`src/rtl/lcd4_pkg.sv`:
```
package lcd4_pkg;

  typedef enum logic [2:0] {
    CS_PWR,
    CS_PRE_NIB,
    CS_PRE_WAIT,
    CS_IDLE,
    CS_HI,
    CS_LO,
    CS_EXEC
  } ctrl_state_t;

  typedef enum logic [1:0] {
    SP_IDLE,
    SP_SETUP,
    SP_HIGH,
    SP_HOLD
  } strobe_phase_t;

  localparam logic [3:0] NIB_RESYNC = 4'h3;
  localparam logic [3:0] NIB_GO4    = 4'h2;
  localparam int         PRE_COUNT  = 4;

  function automatic int max3(input int a, input int b, input int c);
    int m;
    m = a;
    if (b > m) m = b;
    if (c > m) m = c;
    return m;
  endfunction

  // Commands that take the slow execution path: clear (0x01), home (0x02/0x03).
  function automatic logic slow_cmd(input logic is_data, input logic [7:0] b);
    return !is_data && (b == 8'h01 || b[7:1] == 7'b0000001);
  endfunction

endpackage

```
`src/rtl/lcd4_strobe.sv`:
```
module lcd4_strobe
  import lcd4_pkg::*;
#(
  parameter int SETUP_CYC  = 8,
  parameter int E_HIGH_CYC = 60,
  parameter int HOLD_CYC   = 4
) (
  input  logic       clk,
  input  logic       rst_n,
  input  logic       start,
  input  logic [3:0] nib,
  output logic       e,
  output logic [3:0] d,
  output logic       done
);
  localparam int MAXC = max3(SETUP_CYC, E_HIGH_CYC, HOLD_CYC);
  localparam int CW   = $clog2(MAXC + 1) + 1;

  strobe_phase_t phase_q;
  logic [CW-1:0] cnt_q;

  always_ff @(posedge clk) begin
    if (!rst_n) begin
      phase_q <= SP_IDLE;
      cnt_q   <= '0;
      e       <= 1'b0;
      d       <= 4'h0;
      done    <= 1'b0;
    end else begin
      done <= 1'b0;
      if (phase_q != SP_IDLE && cnt_q != '0) begin
        cnt_q <= cnt_q - 1'b1;
      end else begin
        case (phase_q)
          SP_IDLE: if (start) begin
            d       <= nib;
            cnt_q   <= CW'(SETUP_CYC - 1);
            phase_q <= SP_SETUP;
          end
          SP_SETUP: begin
            e       <= 1'b1;
            cnt_q   <= CW'(E_HIGH_CYC - 1);
            phase_q <= SP_HIGH;
          end
          SP_HIGH: begin
            e       <= 1'b0;
            cnt_q   <= CW'(HOLD_CYC - 1);
            phase_q <= SP_HOLD;
          end
          default: begin
            done    <= 1'b1;
            phase_q <= SP_IDLE;
          end
        endcase
      end
    end
  end

endmodule

```
`src/rtl/lcd4_wait_timer.sv`:
```
module lcd4_wait_timer #(
  parameter int TW = 24
) (
  input  logic          clk,
  input  logic          rst_n,
  input  logic          load,
  input  logic [TW-1:0] val,
  output logic          zero
);
  logic [TW-1:0] cnt_q;

  always_ff @(posedge clk) begin
    if (!rst_n)              cnt_q <= '0;
    else if (load)           cnt_q <= val;
    else if (cnt_q != '0)    cnt_q <= cnt_q - 1'b1;
  end

  assign zero = (cnt_q == '0);

endmodule

```
`src/rtl/lcd4_ctrl.sv`:
```
module lcd4_ctrl
  import lcd4_pkg::*;
#(
  parameter int         TW             = 24,
  parameter int         PWRUP_CYC      = 5_000_000,
  parameter int         INIT_WAIT_CYC  = 740_000,
  parameter int         SHORT_WAIT_CYC = 6_575,
  parameter int         LONG_WAIT_CYC  = 270_000,
  parameter logic [7:0] FSET_BYTE      = 8'h28
) (
  input  logic          clk,
  input  logic          rst_n,
  input  logic          req_valid,
  input  logic          req_is_data,
  input  logic [7:0]    req_byte,
  output logic          req_ready,
  output logic          rs,
  output logic          stb_start,
  output logic [3:0]    stb_nib,
  input  logic          stb_done,
  output logic          tmr_load,
  output logic [TW-1:0] tmr_val,
  input  logic          tmr_zero
);
  localparam logic [2:0] LAST_STEP = 3'(PRE_COUNT - 1);

  ctrl_state_t state_q;
  logic [2:0]  step_q;
  logic [7:0]  byte_q;
  logic        wait_over;

  // The timer is reloaded one cycle after the load pulse, so ignore its zero flag then.
  assign wait_over = !tmr_load && tmr_zero;

  always_ff @(posedge clk) begin
    if (!rst_n) begin
      state_q   <= CS_PWR;
      step_q    <= '0;
      byte_q    <= '0;
      rs        <= 1'b0;
      stb_start <= 1'b0;
      stb_nib   <= 4'h0;
      tmr_load  <= 1'b1;
      tmr_val   <= TW'(PWRUP_CYC);
    end else begin
      stb_start <= 1'b0;
      tmr_load  <= 1'b0;
      case (state_q)
        CS_PWR: if (wait_over) begin
          stb_start <= 1'b1;
          stb_nib   <= NIB_RESYNC;
          state_q   <= CS_PRE_NIB;
        end
        CS_PRE_NIB: if (stb_done) begin
          tmr_load <= 1'b1;
          tmr_val  <= TW'(INIT_WAIT_CYC);
          state_q  <= CS_PRE_WAIT;
        end
        CS_PRE_WAIT: if (wait_over) begin
          stb_start <= 1'b1;
          if (step_q == LAST_STEP) begin
            byte_q  <= FSET_BYTE;
            rs      <= 1'b0;
            stb_nib <= FSET_BYTE[7:4];
            state_q <= CS_HI;
          end else begin
            step_q  <= step_q + 1'b1;
            stb_nib <= (3'(step_q + 1'b1) == LAST_STEP) ? NIB_GO4 : NIB_RESYNC;
            state_q <= CS_PRE_NIB;
          end
        end
        CS_IDLE: if (req_valid) begin
          byte_q    <= req_byte;
          rs        <= req_is_data;
          stb_start <= 1'b1;
          stb_nib   <= req_byte[7:4];
          state_q   <= CS_HI;
        end
        CS_HI: if (stb_done) begin
          stb_start <= 1'b1;
          stb_nib   <= byte_q[3:0];
          state_q   <= CS_LO;
        end
        CS_LO: if (stb_done) begin
          tmr_load <= 1'b1;
          tmr_val  <= slow_cmd(rs, byte_q) ? TW'(LONG_WAIT_CYC) : TW'(SHORT_WAIT_CYC);
          state_q  <= CS_EXEC;
        end
        CS_EXEC: if (wait_over) state_q <= CS_IDLE;
        default: state_q <= CS_PWR;
      endcase
    end
  end

  assign req_ready = (state_q == CS_IDLE);

endmodule

```
`src/rtl/lcd4_host_seq.sv`:
```
module lcd4_host_seq
  import lcd4_pkg::*;
#(
  parameter int         PWRUP_CYC      = 5_000_000,
  parameter int         SETUP_CYC      = 8,
  parameter int         E_HIGH_CYC     = 60,
  parameter int         HOLD_CYC       = 4,
  parameter int         INIT_WAIT_CYC  = 740_000,
  parameter int         SHORT_WAIT_CYC = 6_575,
  parameter int         LONG_WAIT_CYC  = 270_000,
  parameter logic [7:0] FSET_BYTE      = 8'h28
) (
  input  logic       clk,
  input  logic       rst_n,
  input  logic       req_valid,
  output logic       req_ready,
  input  logic       req_is_data,
  input  logic [7:0] req_byte,
  output logic       lcd_rs,
  output logic       lcd_rw,
  output logic       lcd_e,
  output logic [3:0] lcd_d
);
  localparam int MAXW = max3(PWRUP_CYC, INIT_WAIT_CYC,
                             max3(SHORT_WAIT_CYC, LONG_WAIT_CYC, 0));
  localparam int TW   = $clog2(MAXW + 1) + 1;

  logic          stb_start;
  logic [3:0]    stb_nib;
  logic          stb_done;
  logic          tmr_load;
  logic [TW-1:0] tmr_val;
  logic          tmr_zero;

  lcd4_ctrl #(
    .TW(TW), .PWRUP_CYC(PWRUP_CYC), .INIT_WAIT_CYC(INIT_WAIT_CYC),
    .SHORT_WAIT_CYC(SHORT_WAIT_CYC), .LONG_WAIT_CYC(LONG_WAIT_CYC),
    .FSET_BYTE(FSET_BYTE)
  ) u_ctrl (
    .clk(clk), .rst_n(rst_n), .req_valid(req_valid), .req_is_data(req_is_data),
    .req_byte(req_byte), .req_ready(req_ready), .rs(lcd_rs),
    .stb_start(stb_start), .stb_nib(stb_nib), .stb_done(stb_done),
    .tmr_load(tmr_load), .tmr_val(tmr_val), .tmr_zero(tmr_zero)
  );

  lcd4_strobe #(
    .SETUP_CYC(SETUP_CYC), .E_HIGH_CYC(E_HIGH_CYC), .HOLD_CYC(HOLD_CYC)
  ) u_stb (
    .clk(clk), .rst_n(rst_n), .start(stb_start), .nib(stb_nib),
    .e(lcd_e), .d(lcd_d), .done(stb_done)
  );

  lcd4_wait_timer #(.TW(TW)) u_tmr (
    .clk(clk), .rst_n(rst_n), .load(tmr_load), .val(tmr_val), .zero(tmr_zero)
  );

  assign lcd_rw = 1'b0;

endmodule

```
`config.mk`:
```
export PLATFORM = sky130hd
export DESIGN_NAME = lcd4_host_seq
export DESIGN_NICKNAME = d
export VERILOG_FILES = /design/src/rtl/lcd4_pkg.sv /design/src/rtl/lcd4_strobe.sv /design/src/rtl/lcd4_wait_timer.sv /design/src/rtl/lcd4_ctrl.sv /design/src/rtl/lcd4_host_seq.sv
export SDC_FILE = /design/constraint.sdc
export NUM_CORES = 1
export LEC_CHECK = 0
export ABC_AREA = 1
export ABC_CLOCK_PERIOD_IN_PS = 2200
export BUFFER_PORTS_ARGS = -buffer_cell sky130_fd_sc_hd__buf_4
export CAP_MARGIN = 20
export CORE_UTILIZATION = 45
export CTS_CLUSTER_DIAMETER = 60
export DETAILED_ROUTE_END_ITERATION = 16
export PLACE_DENSITY = 0.66
export REMOVE_ABC_BUFFERS = 1
export SLEW_MARGIN = 20
export SYNTH_ARGS = -nofsm -noshare
export SYNTH_HDL_FRONTEND = slang
export SYNTH_SLANG_ARGS = --single-unit
```
`constraint.sdc`:
```
create_clock -name clk -period 2.2 [get_ports clk]
set_input_delay 0.44 -clock clk [delete_from_list [all_inputs] [get_ports clk]]
set_output_delay 0.44 -clock clk [all_outputs]
set_load 0.03 [all_outputs]
```
# Yosys cells after proc, flatten, opt, wreduce, memory -nomap -nowiden
# Index checks and enable logic that the tools add are counted.
dict set report totals {
  ff_bits 84
  input_bits 12
  elab_cells 115
}
dict set report op_classes {
  add_sub_neg 3
  eq_ne 22
  mux 42
  bitwise 3
  n_reduce_logical 31
}
# operator count
set ops {}
lappend ops {{$mux W24} 4}
lappend ops {{$pmux W24 S2} 1}
lappend ops {{$logic_not A24 Y1} 1}
lappend ops {{$mux W3} 8}
lappend ops {{$mux W8} 3}
lappend ops {{$reduce_bool A24 Y1} 1}
lappend ops {{$sub A24 B1 Y24 const B} 1}
lappend ops {{$pmux W3 S7} 1}
lappend ops {{$pmux W7 S3} 1}
lappend ops {{$mux W4} 5}
lappend ops {{$mux W19} 1}
lappend ops {{$pmux W4 S4} 1}
lappend ops {{$pmux W8 S2} 1}
lappend ops {{$mux W7} 2}
lappend ops {{$ne A2 B1 Y1 const B} 7}
lappend ops {{$eq A3 B2 Y1 const B} 4}
lappend ops {{$reduce_bool A2 Y1} 5}
lappend ops {{$eq A3 B3 Y1 const B} 3}
lappend ops {{$mux W1} 9}
lappend ops {{$reduce_and A3 Y1} 3}
lappend ops {{$eq A8 B1 Y1 const B} 1}
lappend ops {{$reduce_bool A4 Y1} 2}
lappend ops {{$eq A7 B1 Y1 const B} 1}
lappend ops {{$reduce_and A7 Y1} 1}
lappend ops {{23 further kinds} 34}

# Longest topological paths before layout
# Gate-level depths: netlist of the first run.
dict set report depth {
  word_depth 6
  depth_mapped 13
  depth_no_buf 13
}

# Modules after synthesis
# A second synthesis of the first run with hierarchy kept.
dict set report hier_totals {
  cells_unflattened 629
  area_unflattened_um2 4266.6
}
# mod n_inst cells_per_inst area_each_um2 seq_area_each_um2
set modules_own_cells {}
lappend modules_own_cells {lcd4_wait_timer 1 277 1774.2 480.5}
lappend modules_own_cells {lcd4_ctrl 1 220 1575.3 620.6}
lappend modules_own_cells {lcd4_strobe 1 130 905.9 300.3}
lappend modules_own_cells {lcd4_host_seq 1 2 11.3 0.0}

# Least setup slack after synthesis of the first run
# OpenSTA, ideal clock, no wires.
dict set report synth_timing {
  path_kind {reg2reg}
  start {register u_tmr.cnt_q[0]}
  end {register u_ctrl.stb_nib[0]}
  setup_ns 0.113
  t_arrival_ns 1.488
  t_required_ns 2.087
  path_slack_ns 0.599
  path_stages_with_launch 14
  path_cell_list {dfxtp_1 > inv_1 > ha_1 > inv_1 > nor3_1 > nand2_1 > nor2_1 > nand3_2 > clkinv_2 > nand2_1 > nand2_4 > inv_2 > nor2_1 > nor2_1}
}
dict set report synth_between {
  elab_chain_len 4
  word_cells_on_any_way 5
  classes_between {eq/ne: 2; reduce/logical: 3}
}
# item line_no
set synth_rtl {}
lappend synth_rtl {{from (decl)} lcd4_wait_timer.sv:10} ;# logic [TW-1:0] cnt_q;
lappend synth_rtl {{from (signal assigned)} lcd4_wait_timer.sv:14} ;# else if (load) cnt_q <= val;
lappend synth_rtl {{from (signal assigned)} lcd4_wait_timer.sv:15} ;# else if (cnt_q != '0) cnt_q <= cnt_q - 1'b1;
lappend synth_rtl {{$logic_not A24 Y1 *} lcd4_wait_timer.sv:18} ;# assign zero = (cnt_q == '0);
lappend synth_rtl {{$logic_and A1 B1 Y1 *} lcd4_ctrl.sv:33} ;# assign wait_over = !tmr_load && tmr_zero;
lappend synth_rtl {{$ne A2 B1 Y1 (no source line)} --}
lappend synth_rtl {{$reduce_and A5 Y1 (no source line) *} --}
lappend synth_rtl {{to (signal assigned)} lcd4_ctrl.sv:64} ;# stb_nib <= FSET_BYTE[7:4];
lappend synth_rtl {{to (signal assigned)} lcd4_ctrl.sv:68} ;# stb_nib <= (3'(step_q + 1'b1) == LAST_STEP) ? NIB_GO4 : NIB_RESYNC;
lappend synth_rtl {{to (signal assigned)} lcd4_ctrl.sv:76} ;# stb_nib <= req_byte[7:4];
lappend synth_rtl {{to (decl)} lcd4_ctrl.sv:19} ;# output logic [3:0] stb_nib,
# Mark *: on every way between the ends. The rest lies on a longest branch, timed or not.
# A chain may end at the register's enable or synchronous reset.

# Worst setup path after layout of the first run
# Ends and elaborated chain as after synthesis.

==> impl_results.md, run 1 <==
- FILL cells: 788
- HPWL Detailed: 6.474 mm
- Clk buf depth: 2
- # Max-Cap Violations: 0
- Routability cong.: 0.9575
- Power Dens Cells: 991.0 nW/um2
- Area grow syn2layout: 12.15%
- Worst Path Arrival: 2.06 ns
- Final period util: 0.8295
- Number of global-route vias before repair: 3,275
- Final Hold Vio Count: 0
- Tmin final: 1.825 ns
- H-tree levels: 3
- Count of TritonRoute iterations in the first routing pass: 5
- Die X: 92.28 um
- Synth Cell Area: 3667 um2
- CTS tree: yes
- Commonest non-fill, non-tap cell in the layout: nor2_1
- Tot GR Track Use: 0.2245
- Clock sink count: 70
- Clock root cell: clkbuf_8
- Finished Core Util: 0.5268
- RSZ-0062 raised after global routing: no
- Synth Area per Inst: 6.919 um2
- ANT cells: 0
- Num CTS Buffers: 9
- Hold path cells: 3
- Asr flop ratio synth: 0
- Crit-path max cell delay: 0.31 ns
- Distinct cells, synth: 40
- Crit start category: register
- Syn Inst Count: 530
- CTS clk-pin slew, worst paths: 0.07 ns
- Nets: 575
- Reg2reg end: u_ctrl.stb_nib[0]$_SDFFE_PN0P_
- Worst Setup End Kind: register
- Worst R2R Start: u_tmr.cnt_q[0]$_SDFFE_PN0N_
- CP max stage cell: dfxtp_1
- Setup TNS: 0 ns
- Clock Latency Late Sink: 0.34 ns
- Initial antenna violation count: 0
- Hold-fix buffers, CTS: 0
- Yosys reg bits: 70
- Leakage power: 1.845 nW
- Register area share after synthesis: 0.3821
- Endpoints failing setup: 0
- Cell mode on critical path: nor2_1
- DRT iter0 DRCs: 156
- CP max FO: 6
- Footprint of the multi-input gates: 1959 um2
- Routed vias/inst: 5.239
- Die Footprint: 8515 um2
- Buf/Inv on CP: 4
- Synth warn: 0
- Req. time, crit path: 2.44 ns
- DRT Wirelength: 8.700 mm
- Fmax: 0.5480 GHz
- Outcome: completed
- Buffers on Ports: 18
- Num ports: 20
- Critical path's top delay family: simple AND/OR/NAND/NOR gates
- DRC violations left: 0
- WHS Endpoint: u_ctrl.byte_q[1]$_SDFFE_PN0P_
- Fin Hold WS: 0.3455 ns
- Chip height: 92.28 um
- Number of flops mapped to enable cells by yosys: 0
- Post-CTS Setup Bufs: 0
- CTS resizes: 0
- Hold Startpoint: req_byte[1]
- Core area: 7807 um2
- Hold Path Class: input pin to register
- Most frequent cells in the layout: nor2_1, nand2_1, dfxtp_1, inv_1, a21oi_1
- Largest net degree at the start of global routing: 34
- Worst path cell trace: inv_1, ha_1, inv_1, nor3_1, nand2_1, nor2_1, nand3_2, clkinv_2, nand2_1, nand2_4, inv_2, nor2_1, nor2_1
- Max Slew Vio Count: 0
- Crit Path Category: register to register
- Ratio of cells with drive above 1 in the final layout: 0.1416
- Post-route ant nets: 0
- FF-to-FF setup slack: 0.38 ns
- R2R depth: 13
- Power, Total: 4.076 mW
- Clk_skew: 0.008983 ns
- Routed WL per cell: 13.18 um
- Via count: 3,458
- Starting Density: 0.4697
- Register area: 1401 um2
- First-pass GRT wire length: 15.12 mm
- Grt ovf: 0
- Site Rows: 32
- Post-synth top flop: dfxtp_1
- Max rail drop VDD: 0.0008218 V
-- worst max-delay path by stage --
| stage | from | endpoint | slack, ns | cells past startpoint |
|---|---|---|---|---|
| 2_1_floorplan | u_tmr.cnt_q[0]$_SDFFE_PN0N_ | u_ctrl.stb_nib[0]$_SDFFE_PN0P_ | 0.59 | 13 |
| 3_3_place_gp | u_tmr.cnt_q[0]$_SDFFE_PN0N_ | u_ctrl.stb_nib[0]$_SDFFE_PN0P_ | 0.45 | 13 |
| 3_5_place_dp | u_tmr.cnt_q[0]$_SDFFE_PN0N_ | u_ctrl.stb_nib[2]$_SDFFE_PN0P_ | 0.38 | 13 |
| 4_1_cts | u_tmr.cnt_q[0]$_SDFFE_PN0N_ | u_ctrl.stb_nib[0]$_SDFFE_PN0P_ | 0.36 | 13 |
| 5_1_grt | u_tmr.cnt_q[0]$_SDFFE_PN0N_ | u_ctrl.stb_nib[1]$_SDFFE_PN0P_ | 0.13 | 13 |
| 6_report | u_tmr.cnt_q[0]$_SDFFE_PN0N_ | u_ctrl.stb_nib[0]$_SDFFE_PN0P_ | 0.38 | 13 |
-- sequential cells by signal (all words and copies together) (netlist names) --
signal and count:
u_ctrl.step_q 3, u_tmr.cnt_q 24, u_ctrl.byte_q 8, u_ctrl.tmr_val 10, u_ctrl.stb_nib 4, u_stb.done 1, u_stb.cnt_q 7, u_ctrl.tmr_load 1
u_stb.phase_q 2, u_stb.e 1, u_ctrl.stb_start 1, u_stb.d 4, u_ctrl.rs 1, u_ctrl.state_q 3
-- cell families after synthesis --
| kind of cell | synth area share |
|---|---|
| adder cells (fa/ha/maj) | 0.03412 |
| buffers and inverters | 0.08359 |
| other | 0.001023 |
| XOR/XNOR | 0.02150 |
| AO/OA/AOI/OAI | 0.1518 |
| flip-flops | 0.3821 |
| AND/OR/NAND/NOR | 0.3258 |
-- where the power goes --
group          total, mW  switching, mW  internal [mW]
registers           1.55          0.136           1.41
logic               1.47          0.965          0.502
clock network       1.06          0.479          0.585
-- cells in the mapped netlist (2+ instances only) --
cell type  count  area, um2
a21oi_1       40      200.2
a22oi_1        7      52.55
a31oi_1        4      25.02
clkbuf_1       8      30.03
dfxtp_1       70       1401
ha_1          10      125.1
inv_1         52      195.2
inv_2         12      45.04
inv_4          2      12.51
nand2_1       92      345.3
nand2_2        3      18.77
nand3_1       28      140.1
nand3_2        2      20.02
nand4_1        6      37.54
nor2_1        97      364.1
nor2_2        12      75.07
nor2_4         3      33.78
nor2_8         2      40.04
nor3_1        14      70.07
nor4_1         2      12.51
o2111ai_1      2      17.52
o211ai_1       3      22.52
o21a_1         2      15.01
o21ai_0       27      135.1
o21ai_1        7      35.03
o21ai_2        2      17.52
xor2_1         8      70.07
-- tightest hold or removal path, delay by kind of cell --
family	cells	cell delay, ns
AND/OR/NAND/NOR	1	0.07
buffers and inverters	1	0.08
AO/OA/AOI/OAI	1	0.06
-- metrics by stage --
step | std cells | worst slack [ns] | area (um2)
after floorplan | 520 | 0.5888 | 3618
after global placement | 644 | 0.4522 | 3911
after detailed placement | 644 | 0.3780 | 3911
after CTS | 660 | 0.3599 | 4113
after global routing | 660 | 0.1274 | 4113
final | 660 | 0.3752 | 4113
-- area by class of cell --
| type | instances | area share |
|---|---|---|
| flip-flops and latches | 70 | 0.3407 |
| well taps | 102 | 0.03103 |
| inverters | 67 | 0.06267 |
| clock buffers | 13 | 0.03864 |
| repair buffers | 22 | 0.04016 |
| multi-input cells | 383 | 0.4764 |
| clock inverters | 3 | 0.01034 |
-- metal layers --
layer | global-route usage | wire length (um) | up-vias
met3 | 0.05307 | 389 | 12
met1 | 0.2804 | 3976 | 1609
met4 | 0.08073 | 118 | 0
met2 | 0.3756 | 4216 | 70
met5 | 0 | 0 | -
li1 | - | - | 1767
Note: power is estimated with default switching activity, not from simulation.
==> run 2, diff against run 1 <==
--- a/config.mk
+++ b/config.mk
@@ -6,7 +6,7 @@
 export NUM_CORES = 1
 export LEC_CHECK = 0
 export ABC_AREA = 1
-export ABC_CLOCK_PERIOD_IN_PS = 2200
+export ABC_CLOCK_PERIOD_IN_PS = 1800
 export BUFFER_PORTS_ARGS = -buffer_cell sky130_fd_sc_hd__buf_4
 export CAP_MARGIN = 20
 export CORE_UTILIZATION = 45
==> constraint.sdc (replaced) <==
create_clock -name clk -period 1.8 [get_ports clk]
set_input_delay 0.36 -clock clk [delete_from_list [all_inputs] [get_ports clk]]
set_output_delay 0.36 -clock clk [all_outputs]
set_load 0.03 [all_outputs]
==> run 2 against run 1 <==
Design area grew 3.8%. Cell count grew 1.4%. Largest cell class unchanged. Global-route usage grew 0.64 points. Total power grew 28%. Routed wire length grew 4.1%. Sequential share of layout area shrank 1.2 points.
==> impl_results.md, run 2 (same netlist as run 1, synthesis figures left out) <==
- Die Footprint: 8515 um2 (unchanged)
- Clock network power share: 0.259 (-0.002)
- P_sw: 2.016 mW (+28%)
- Fmax: 0.5909 GHz (+7.8%)
- Clock Latency Late Sink: 0.34 ns (about the same)
- Clock sink count: 70 (unchanged)
- Clock root cell: clkbuf_8
- Final Hold Vio Count: 0 (unchanged)
- Chip height: 92.28 um (unchanged)
- Leakage power: 1.906 nW (+3.3%)
- Initial antenna violation count: 0 (unchanged)
- CTS clk-pin slew, worst paths: 0.07 ns (about the same)
- First-pass GRT wire length: 15.48 mm (+2.4%)
- Buffers on Ports: 18 (unchanged)
- Grt met3 use: 0.06468 (+0.01161)
- Routed WL per cell: 13.54 um (+2.7%)
- Count of TritonRoute iterations in the first routing pass: 5 (unchanged)
- # Max-Cap Violations: 0 (unchanged)
- Area grow syn2layout: 16.41%
- DRC violations left: 0 (unchanged)
- Site Rows: 32 (unchanged)
- FILL cells: 765 (-2.9%)
- Finished Core Util: 0.5468 (+0.02003)
- Commonest non-fill, non-tap cell in the layout: nor2_1
- Footprint of the multi-input gates: 2024 um2 (+3.3%)
- Req. time, crit path: 2.09 ns (-0.35 ns)
- Hold Path Class: input pin to register
- Hold-fix buffers, CTS: 0 (unchanged)
- Routed vias/inst: 5.294 (+1.1%)
- Busiest grt layer: met2
- Crit start category: register
- Max rail drop VDD: 0.0009291 V (+13%)
- Nets: 585 (+1.7%)
- Ratio of cells with drive above 1 in the final layout: 0.1852 (+0.04361)
- Met2 Use GR: 0.3825 (+0.006841)
- DRT Wirelength: 9.059 mm (+4.1%)
- Num ports: 20 (unchanged)
- Starting Density: 0.4697 (unchanged)
- Num CTS Buffers: 9 (unchanged)
- Max Slew Vio Count: 0 (unchanged)
- Core area: 7807 um2 (unchanged)
- Power Dens Cells: 1224 nW/um2 (+24%)
- CTS tree: yes
- DRT iter0 DRCs: 181 (+16%)
- Outcome: completed
- Largest registers: u_tmr.cnt_q x24, u_ctrl.tmr_val x10, u_ctrl.byte_q x8
- Sw Share: 0.3857 (-0.001881)
- Register area: 1401 um2 (unchanged)
- Comb power frac: 0.382 (+0.022)
- Post-route ant nets: 0 (unchanged)
- Clk_skew: 0.007187 ns (-0.001795 ns)
- Worst Setup End Kind: register
- Routability cong.: 0.9435 (-1.5%)
- Largest register FFs: 24 (unchanged)
- Grt ovf: 0 (unchanged)
- HPWL Detailed: 6.755 mm (+4.3%)
- Crit Path Category: register to register
- Non-Filler Instances: 669 (+1.4%)
- Internal power: 3.210 mW (+29%)
- Tot GR Track Use: 0.2310 (+0.006442)
- Via count: 3,542 (+2.4%)
- Die X: 92.28 um (unchanged)
- Number of global-route vias before repair: 3,426 (+4.6%)
- Endpoints failing setup: 0 (unchanged)
- Top reg by flops: u_tmr.cnt_q
- Worst Path Arrival: 1.98 ns (-0.08 ns)
- Placed cells: 652 (+1.2%)
- H-tree levels: 3 (unchanged)
- ANT cells: 0 (unchanged)
- Largest net degree at the start of global routing: 34 (unchanged)
- CP max FO: 4 (-2)
- Most frequent cells in the layout: nor2_1, nand2_1, dfxtp_1, inv_1, a21oi_1
- Met1 Resource Use GR: 0.2716 (-0.008777)
- Share of total power in sequential cells: 0.359 (-0.020)
- Clk buf depth: 2 (unchanged)
- Final period util: 0.9403 (+0.1108)
- Tmin final: 1.692 ns (-0.1324 ns)
[run 2: cell count changes in the layout (fill, tap and decap cells not counted), sizes merged]
| cell | previous run | this run |
|---|---|---|
| buf | 22 | 32 |
| bufinv | 1 | 2 |
| clkbuf | 13 | 11 |
| clkinv | 2 | 1 |
| inv | 66 | 67 |
[run 2: final cells by class]
cell class / count / area share
clock inverters: 4 / 0.01700
repair buffers: 32 / 0.05920
flip-flops and latches: 70 / 0.3283
clock buffers: 11 / 0.03077
well taps: 102 / 0.02989
multi-input cells: 383 / 0.4742
inverters: 67 / 0.06067
[run 2: power by group through the flow]
stage          sequential (mW)  clock, mW  combinational, mW
6_report                  1.88       1.36               1.99
3_5_place_dp              1.90          0               1.89
2_1_floorplan             1.91          0               1.39
4_1_cts                   1.87       1.38               1.91
5_1_grt                   1.90       1.45               2.25
3_3_place_gp              1.90          0               1.86
[run 2: critical path, cell delays in order, from the launching register on]
cell	delay, ns
dfxtp_1	0.34
inv_2	0.09
ha_4	0.13
inv_1	0.03
nor3_1	0.13
nand2_1	0.09
nor2_2	0.12
nand3_2	0.14
inv_4	0.11
buf_12	0.10
nand2_2	0.07
a21oi_1	0.14
o21a_1	0.14
[run 2: layer usage]
metal / part of all wire / vias to the layer above
met5: 0 / -
met2: 0.47 / 97
met3: 0.047 / 34
li1: - / 1791
met4: 0.039 / 0
met1: 0.44 / 1620
[run 2: final timing paths]
path	start	end	slack [ns]	cells after the start
worst min-delay path	req_byte[1]	u_ctrl.byte_q[1]$_SDFFE_PN0P_	0.27	3
worst max-delay path	u_tmr.cnt_q[1]$_SDFFE_PN0N_	u_ctrl.step_q[0]$_SDFFE_PN0P_	0.11	12
worst min register to register	u_ctrl.tmr_val[6]$_SDFFE_PN1P_	u_ctrl.tmr_val[6]$_SDFFE_PN1P_	0.45	2
worst max register to register	u_tmr.cnt_q[1]$_SDFFE_PN0N_	u_ctrl.step_q[0]$_SDFFE_PN0P_	0.11	12
[run 2: metrics by stage]
step                worst slack [ns]  power (mW)  setup TNS (ns)  hold slack, ns  area, um2
global route              -0.0007174       5.593      -0.0007174          0.2787       4269
floorplan                     0.1888       3.302               0          0.4187       3618
global placement             0.09677       3.756               0          0.4295       3971
finish                        0.1075       5.226               0          0.2684       4269
detailed placement           0.05570       3.790               0          0.4339       3971
CTS                          0.04841       5.151               0          0.2624       4175
[run 2: what timing repair did]
item / in CTS / in global routing
endpoints found under the setup margin: 0 / 31
gates resized for setup: 0 / 24
setup buffers: 0 / 2
==> run 3, diff against run 2 <==
--- a/config.mk
+++ b/config.mk
@@ -9,10 +9,12 @@
 export ABC_CLOCK_PERIOD_IN_PS = 1800
 export BUFFER_PORTS_ARGS = -buffer_cell sky130_fd_sc_hd__buf_4
 export CAP_MARGIN = 20
-export CORE_UTILIZATION = 45
+export CELL_PAD_IN_SITES_DETAIL_PLACEMENT = 0
+export CELL_PAD_IN_SITES_GLOBAL_PLACEMENT = 1
+export CORE_UTILIZATION = 44
 export CTS_CLUSTER_DIAMETER = 60
 export DETAILED_ROUTE_END_ITERATION = 16
-export PLACE_DENSITY = 0.66
+export PLACE_DENSITY = 0.83
 export REMOVE_ABC_BUFFERS = 1
 export SLEW_MARGIN = 20
 export SYNTH_ARGS = -nofsm -noshare
==> run 3 against run 2 <==
Sequential power is essentially flat. Clock power shrank 9%. Clock-buffer cell count grew 1. Fmax grew 0.17%. Cell count grew 1.2%. Register-to-register slack is essentially flat. Design area grew 1.9%. Global-route usage grew 0.29 points. Hold slack gained 0.0023 ns. Via count shrank 2.2%. Utilization grew 0.49 points. Clock skew grew 0.0045 ns. Critical path type unchanged. Largest cell class unchanged.
==> impl_results.md, run 3 (same netlist as run 1, synthesis figures left out) <==
- Routed vias/inst: 5.117 (-3.4%)
- Largest registers: u_tmr.cnt_q x24, u_ctrl.tmr_val x10, u_ctrl.byte_q x8
- Commonest non-fill, non-tap cell in the layout: nor2_1
- Power Dens Cells: 1205 nW/um2 (-1.6%)
- Crit Path Category: register to register
- RSZ-0062 raised after global routing: yes
- Top reg by flops: u_tmr.cnt_q
- Crit-path max cell delay: 0.37 ns (+0.03 ns)
- Power, Total: 5.244 mW (+0.35%)
- First-pass GRT wire length: 15.86 mm (+2.5%)
- Outcome: completed
- Tmin final: 1.690 ns (-0.002916 ns)
- Worst Path Arrival: 1.90 ns (-0.08 ns)
- Finished Core Util: 0.5517 (+0.004918)
- CP max FO: 4 (unchanged)
- Worst R2R Start: u_tmr.cnt_q[1]$_SDFFE_PN0N_
- Cell mode on critical path: nand2_1
- ANT cells: 0 (unchanged)
- Area grow syn2layout: 18.66%
- Hold Path Class: input pin to register
- Crit. Startpoint: u_tmr.cnt_q[1]$_SDFFE_PN0N_
- Buffers on Ports: 18 (unchanged)
- Endpoints failing setup: 0 (unchanged)
- Die X: 93.30 um (+1.1%)
- Final Hold Vio Count: 0 (unchanged)
- Clk buf depth: 2 (unchanged)
- DRC violations left: 0 (unchanged)
- Most frequent cells in the layout: nor2_1, nand2_1, dfxtp_1, inv_1, a21oi_1
- Clock sink count: 70 (unchanged)
- Chip height: 93.30 um (+1.1%)
- FF-to-FF setup slack: 0.11 ns (about the same)
- Max Slew Vio Count: 0 (unchanged)
- Routed WL per cell: 13.61 um (+0.52%)
- Routability cong.: 0.8572 (-9.1%)
- Worst Setup End Kind: register
- Worst path cell trace: inv_2, ha_4, inv_1, nor3_2, nand2_1, nor2_2, buf_4, nand2_1, nand2_1, buf_4, a21oi_1, a21oi_1
- Number of global-route vias before repair: 3,430 (+0.12%)
- Initial antenna violation count: 0 (unchanged)
- Grt ovf: 0 (unchanged)
- DRT iter0 DRCs: 104 (-43%)
- Post-route ant nets: 0 (unchanged)
- Largest register FFs: 24 (unchanged)
- Die Footprint: 8704 um2 (+2.2%)
- Hold Startpoint: req_byte[2]
- Nets: 593 (+1.4%)
- Clk_skew: 0.01170 ns (+0.004514 ns)
- DRT Wirelength: 9.215 mm (+1.7%)
- Pre-CTS WS: 0.004898 ns (-0.05081 ns)
- Critical path's top delay family: buffers and inverters
- # Max-Cap Violations: 0 (unchanged)
- H-tree levels: 3 (unchanged)
- Final period util: 0.9386 (-0.001620)
- Largest net degree at the start of global routing: 34 (unchanged)
- CTS clk-pin slew, worst paths: 0.07 ns (about the same)
- CTS tree: yes
- Buf/Inv on CP: 4 (unchanged)
- Starting Density: 0.4649 (-0.004769)
- Crit start category: register
- Count of TritonRoute iterations in the first routing pass: 4 (-1)
- Core area: 7888 um2 (+1.0%)
- CP max stage cell: dfxtp_1
- HPWL Detailed: 6.968 mm (+3.1%)
- Clock Latency Late Sink: 0.34 ns (about the same)
- Max rail drop VDD: 0.0007465 V (-20%)
- Num CTS Buffers: 9 (unchanged)
- Ratio of cells with drive above 1 in the final layout: 0.2070 (+0.02177)
- Fmax: 0.5919 GHz (+0.17%)
- Via count: 3,464 (-2.2%)
- Clock root cell: clkbuf_8
- Tot GR Track Use: 0.2339 (+0.002947)
- Hold-fix buffers, CTS: 0 (unchanged)
- Final Worst Setup Slack: 0.1105 ns (+0.002916 ns)
- Num ports: 20 (unchanged)
- Req. time, crit path: 2.01 ns (-0.08 ns)
- Leakage power: 1.941 nW (+1.8%)
- Site Rows: 32 (unchanged)
## run 3: worst min-delay path, cell delays in order
cell and delay, ns:
buf_4 0.08, a22oi_1 0.06, nor2_1 0.07
## run 3: path summary, 6_finish.rpt
kind | endpoint | depth (start not counted)
hold reg to reg | u_ctrl.tmr_val[6]$_SDFFE_PN1P_ | 2
setup reg to reg | u_tmr.cnt_q[9]$_SDFFE_PN0N_ | 12
setup / recovery | u_tmr.cnt_q[9]$_SDFFE_PN0N_ | 12
hold / removal | u_ctrl.byte_q[2]$_SDFFE_PN0P_ | 3
## run 3: layer usage
metal / vias to the layer above / share of wire / track usage / wire length, um
li1: 1802 / - / - / -
met1: 1589 / 0.46 / 0.2849 / 4250
met2: 59 / 0.49 / 0.4056 / 4511
met3: 14 / 0.030 / 0.03659 / 278
met4: 0 / 0.019 / 0.1026 / 176
met5: - / 0 / 0 / 0
## run 3: area by class of cell
type / instances / area, um2
Tap cell: 102 / 127.6
Clock inverter: 3 / 45.04
Sequential cell: 70 / 1401
Multi-Input combinational cell: 383 / 2058
Clock buffer: 12 / 145.1
Fill cell: 783 / 3536
Timing Repair Buffer: 40 / 312.8
Inverter: 67 / 261.5
## run 3: timing repair
item                       4_1_cts  5_1_grt
buffers inserted                 0        4
pin swaps                        0        9
setup endpoints to repair        1       31
gates cloned                     0        0
resized for setup                1       32
## run 3: metrics by stage
| stage | std cells | hold slack (ns) | setup TNS (ns) | instance area, um2 |
|---|---|---|---|---|
| after floorplan | 520 | 0.4187 | 0 | 3618 |
| after global placement | 658 | 0.4275 | 0 | 4016 |
| after detailed placement | 658 | 0.4406 | 0 | 4016 |
| after CTS | 673 | 0.2603 | 0 | 4210 |
| after global routing | 677 | 0.2868 | -0.03190 | 4352 |
| final | 677 | 0.2707 | 0 | 4352 |
## run 3: power by group
part	switching (mW)	total, mW	internal (mW)
sequential	0.152	1.87	1.72
combinational	1.31	2.13	0.816
clock	0.571	1.24	0.672
